## src/rtl/tx_path_seq.sv

```systemverilog
module tx_path_seq #(
  parameter int HOLD_CYCLES = 7373
) (
  input  logic       clk,
  input  logic       rst_n,
  input  logic       mod_en,
  input  logic       flt_pwr,
  output logic [1:0] src_sel,
  output logic       flt_on,
  output logic       muted
);
  localparam int CW = $clog2(HOLD_CYCLES + 1);
  localparam logic [CW-1:0] LAST = CW'(HOLD_CYCLES);
  localparam logic [1:0] SRC_IDLE  = 2'd0;
  localparam logic [1:0] SRC_MOD   = 2'd1;
  localparam logic [1:0] SRC_VOICE = 2'd2;
  localparam logic [1:0] SRC_RXF   = 2'd3;

  logic          pwr_q, mod_q, done;
  logic [CW-1:0] cnt;

  always_ff @(posedge clk or negedge rst_n) begin
    if (!rst_n) begin
      pwr_q <= 1'b0;
      mod_q <= 1'b0;
      done  <= 1'b0;
      cnt   <= '0;
    end else begin
      pwr_q <= flt_pwr;
      mod_q <= mod_en;
      if (!flt_pwr) begin
        cnt  <= '0;
        done <= 1'b0;
      end else if (!done) begin
        if (cnt == LAST) done <= 1'b1;
        else             cnt  <= cnt + 1'b1;
      end
    end
  end

  assign flt_on  = pwr_q;
  assign muted   = pwr_q & ~done;
  assign src_sel = !pwr_q ? (mod_q ? SRC_RXF : SRC_IDLE)
                 : (!done ? SRC_IDLE : (mod_q ? SRC_MOD : SRC_VOICE));


  filter_src_needs_power_chk: assert property (@(posedge clk) disable iff (!rst_n)
    (src_sel == SRC_MOD || src_sel == SRC_VOICE) |-> flt_on);

  rx_route_filter_off_chk: assert property (@(posedge clk) disable iff (!rst_n)
    (src_sel == SRC_RXF) |-> (!flt_on && !muted));

  mute_on_power_up_chk: assert property (@(posedge clk) disable iff (!rst_n)
    $rose(flt_on) |-> (muted && src_sel == SRC_IDLE));

  mute_clears_with_power_chk: assert property (@(posedge clk) disable iff (!rst_n)
    $fell(flt_on) |-> !muted);

  no_remute_chk: assert property (@(posedge clk) disable iff (!rst_n)
    (flt_on && !muted) |=> (!flt_on || !muted));

  mute_implies_idle_chk: assert property (@(posedge clk) disable iff (!rst_n)
    muted |-> (src_sel == SRC_IDLE && flt_on));
endmodule

```

## config.mk

```make
export PLATFORM = sky130hd
export DESIGN_NAME = tx_path_seq
export DESIGN_NICKNAME = d
export VERILOG_FILES = /design/src/rtl/tx_path_seq.sv
export SDC_FILE = /design/constraint.sdc
export NUM_CORES = 1
export LEC_CHECK = 0
export CAP_MARGIN = 20
export CORE_MARGIN = 5
export CORE_UTILIZATION = 25
export CTS_BUF_LIST = sky130_fd_sc_hd__clkbuf_8
export CTS_CLUSTER_DIAMETER = 80
export DETAILED_ROUTE_END_ITERATION = 16
export PLACE_DENSITY = 0.39
export SETUP_SLACK_MARGIN = 0.15
export SLEW_MARGIN = 30
export SYNTH_ARGS = -nofsm -noshare
export SYNTH_HDL_FRONTEND = slang
export SYNTH_SLANG_ARGS = --single-unit
```

## constraint.sdc

```tcl
create_clock -name clk -period 4.58 [get_ports clk]
set_clock_uncertainty 0.05 [all_clocks]
set_input_delay 0.458 -clock clk [delete_from_list [all_inputs] [get_ports clk]]
set_output_delay 0.458 -clock clk [all_outputs]
set_load 0.01 [all_outputs]
```

==> impl_metrics.env <==
export IMPL_grt_overflow=0
export IMPL_top_level_ports=8
export IMPL_hold_buffers=0
export IMPL_clockRootBuffer="clkbuf_8"
export IMPL_hold_path_class="flop to flop"
export IMPL_p_sw_frac=0.240
export IMPL_ys_warn_count=0
export IMPL_antenna_found_initial=0
export IMPL_h_tree_depth=1
export IMPL_drc=0
export IMPL_crit_family="buffers and inverters"
export IMPL_clk_insertion_delay_late_ns=0.25
export IMPL_synth_fp_nets=97
export IMPL_postRouteAntennaNets=0
export IMPL_critPathBufInv=1
export IMPL_worst_pin_slew_ns=0.767
export IMPL_fin_ws_ns=2.63
export IMPL_power_internal_w=0.000219
export IMPL_grt_max_degree=17
export IMPL_rows=21
export IMPL_status="finished, final reports clean"
export IMPL_setup_tns_ns=0
export IMPL_seqPwrFrac=0.534
export IMPL_vias_per_cell=4.97
export IMPL_initial_utilization=0.259
export IMPL_fmax_ghz=0.514
export IMPL_cp_num_cells=3
export IMPL_period_share=0.425
export IMPL_drt_iter0_drc=24
export IMPL_ys_ff_latch=16
export IMPL_timing_final_crit_period_ns=1.95
export IMPL_irDropWorstVdd_mv=0.0790
export IMPL_combPwrFrac=0.103
export IMPL_drtPass1Iterations=4
export IMPL_timing_rr_end="cnt[8]$_DFFE_PN0P_"
export IMPL_vias=726
export IMPL_pwr_share_clk=0.363
export IMPL_endpoint="src_sel[1]"
export IMPL_place_gp_congestion=0.721
export IMPL_synthTopCellsByArea="dfrtp_1 46%, mux2i_1 4.6%, or4_1 4.3%"
export IMPL_r2r_cells=4
export IMPL_syn_inst=91
export IMPL_clk_path_buf_depth=2
export IMPL_clock_sinks=16
export IMPL_coreArea_um2=3360
export IMPL_p_total_w=0.000288
export IMPL_track_usage=0.0947
export IMPL_hold_violations=0
export IMPL_cp_cell_sequence="nand3_1 -> o21ai_0 -> clkdlybuf4s50_1"
export IMPL_crit_slowest_cell="clkdlybuf4s50_1"
export IMPL_nNetsFinal=108
export IMPL_post_cts_buffers=0
export IMPL_die_x_um=69.0
export IMPL_first_global_vias=703
export IMPL_syn_area_um2=870
export IMPL_critPathMaxFanout=8
export IMPL_io_buffers=7
export IMPL_ys_seq_area_frac=0.460
export IMPL_holdPathStages=2
export IMPL_path_class="flop to output port"
export IMPL_synth_cell_type_count=25
export IMPL_diodes=0
export IMPL_worstPathArrival_ns=1.44
export IMPL_clk_pin_slew_ns=0.07
export IMPL_cp_required_ns=4.07
export IMPL_switchingPower_w=0.0000690
export IMPL_start_kind="flop"
export IMPL_cpPeakStageDelay_ns=0.56
export IMPL_reg2reg_from="cnt[0]$_DFFE_PN0P_"
export IMPL_fillerInstances=378
export IMPL_wire_per_inst_um=13.2
export IMPL_reg2reg_slack_ns=2.83
export IMPL_cts_resized_gates=0
export IMPL_rsz0062_at_grt="no"
export IMPL_grt_pass1_wl_um=3320
export IMPL_powerDensity_nw_per_um2=278
export IMPL_startpoint="done$_DFF_PN0_"
export IMPL_synth_top_area_share=0.460
export IMPL_dieArea_um2=4760
export IMPL_place_worst_setup_slack_ns=2.38
export IMPL_synth_top_area_cell="dfrtp_1"
export IMPL_die_y_um=69.0
export IMPL_drt_total_wl_um=1920
export IMPL_hpwl_um=1460
export IMPL_dpl_instance_area_um2=993
export IMPL_drive_gt1_frac=0.0600
export IMPL_worstSetupEndpointType="output port"
export IMPL_setup_viol=0
export IMPL_tritoncts="done"
export IMPL_synth_avg_cell_area_um2=9.56
export IMPL_syn2layout_area_growth_pct=19.0
export IMPL_fin_util=0.308
export IMPL_slew_limit_headroom=0.487
export IMPL_slew_viol_final=0
export IMPL_leakage_nw=0.380
export IMPL_maxCapViolations=0
export IMPL_fin_area_um2=1030
export IMPL_cts_buffers=3
cell families after synthesis:
logic type | Yosys count | share of synthesized area
fa+ha+maj | 2 | 0.0288
xor+xnor | 1 | 0.0101
buf+inv | 8 | 0.0345
simple gates | 42 | 0.301
compound gates | 18 | 0.119
mux | 4 | 0.0460
flops | 16 | 0.460
cells in the mapped netlist:
| cell type | instances |
|---|---|
| mux2i_1 | 4 |
| nor4_1 | 3 |
| inv_1 | 7 |
| dfrtp_1 | 16 |
| or3_1 | 2 |
| nand4b_1 | 3 |
| nor3b_1 | 1 |
| a41oi_1 | 1 |
| or3_2 | 1 |
| nand4_1 | 4 |
| nor2b_1 | 2 |
| o21ai_0 | 6 |
| nand2_1 | 8 |
| nand2b_1 | 4 |
| clkbuf_1 | 1 |
| ha_1 | 2 |
| or4b_4 | 1 |
| nand3_1 | 5 |
| or3_4 | 1 |
| o31ai_1 | 4 |
| xnor2_1 | 1 |
| nor3_1 | 1 |
| a21oi_1 | 7 |
| nor2_1 | 1 |
| or4_1 | 5 |
power groups by stage:
stage / clock [W] / sequential [W] / combinational, W
floorplan: 0 / 0.000155 / 0.0000171
global placement: 0 / 0.000156 / 0.0000302
detailed placement: 0 / 0.000156 / 0.0000308
CTS: 0.000109 / 0.000154 / 0.0000307
global route: 0.000114 / 0.000154 / 0.0000342
finish: 0.000105 / 0.000154 / 0.0000297
worst min-delay path by stage:
stage	startpoint	slack, ns	endpoint
floorplan	rst_n	0.11	cnt[0]$_DFFE_PN0P_
global placement	cnt[11]$_DFFE_PN0P_	0.50	cnt[11]$_DFFE_PN0P_
detailed placement	cnt[11]$_DFFE_PN0P_	0.50	cnt[11]$_DFFE_PN0P_
CTS	cnt[11]$_DFFE_PN0P_	0.51	cnt[11]$_DFFE_PN0P_
global route	cnt[11]$_DFFE_PN0P_	0.54	cnt[11]$_DFFE_PN0P_
finish	cnt[11]$_DFFE_PN0P_	0.50	cnt[11]$_DFFE_PN0P_
layout make-up:
type | count | area (um2) | share of cell area
Sequential cell | 16 | 400 | 0.387
Tap cell | 46 | 57.6 | 0.0556
Multi-Input combinational cell | 67 | 439 | 0.424
Clock buffer | 3 | 41.3 | 0.0399
Inverter | 7 | 26.3 | 0.0254
Timing Repair Buffer | 7 | 70.1 | 0.0677
cells in the final DEF, fill, tap and decap left out, types with 3 or more instances in the layout:
| master | instances |
|---|---|
| a21oi_1 | 7 |
| clkdlybuf4s50_1 | 7 |
| or4_1 | 5 |
| nand4b_1 | 3 |
| o21ai_0 | 6 |
| o31ai_1 | 4 |
| nand3_1 | 5 |
| nor4_1 | 3 |
| dfrtp_1 | 16 |
| clkbuf_8 | 3 |
| nand2_1 | 8 |
| mux2i_1 | 4 |
| nand2b_1 | 4 |
| inv_1 | 7 |
| nand4_1 | 4 |
state kept, by name, summed over array words and instances (netlist names):
| signal | cells |
|---|---|
| cnt | 13 |
| done | 1 |
| flt_on | 1 |
| mod_q | 1 |
layer usage:
metal | global-route usage | vias to the layer above | routed length [um]
li1 | - | 360 | -
met1 | 0.125 | 353 | 952
met2 | 0.151 | 9 | 884
met3 | 0.0194 | 4 | 65
met4 | 0.0365 | 0 | 22
met5 | 0 | - | 0
worst register-to-register path, stage by stage (launching register included):
cell      delay (ns)
dfrtp_1         0.43
ha_1            0.23
nand4b_1        0.30
or3_2           0.50
a21oi_1         0.17
per-stage QoR:
stage | hold slack [ns] | cells
after floorplan | 0.112 | 91
after global placement | 0.498 | 143
after detailed placement | 0.498 | 143
after CTS | 0.508 | 146
after global routing | 0.542 | 146
final | 0.498 | 146
Note: power is estimated with default switching activity, not from simulation.
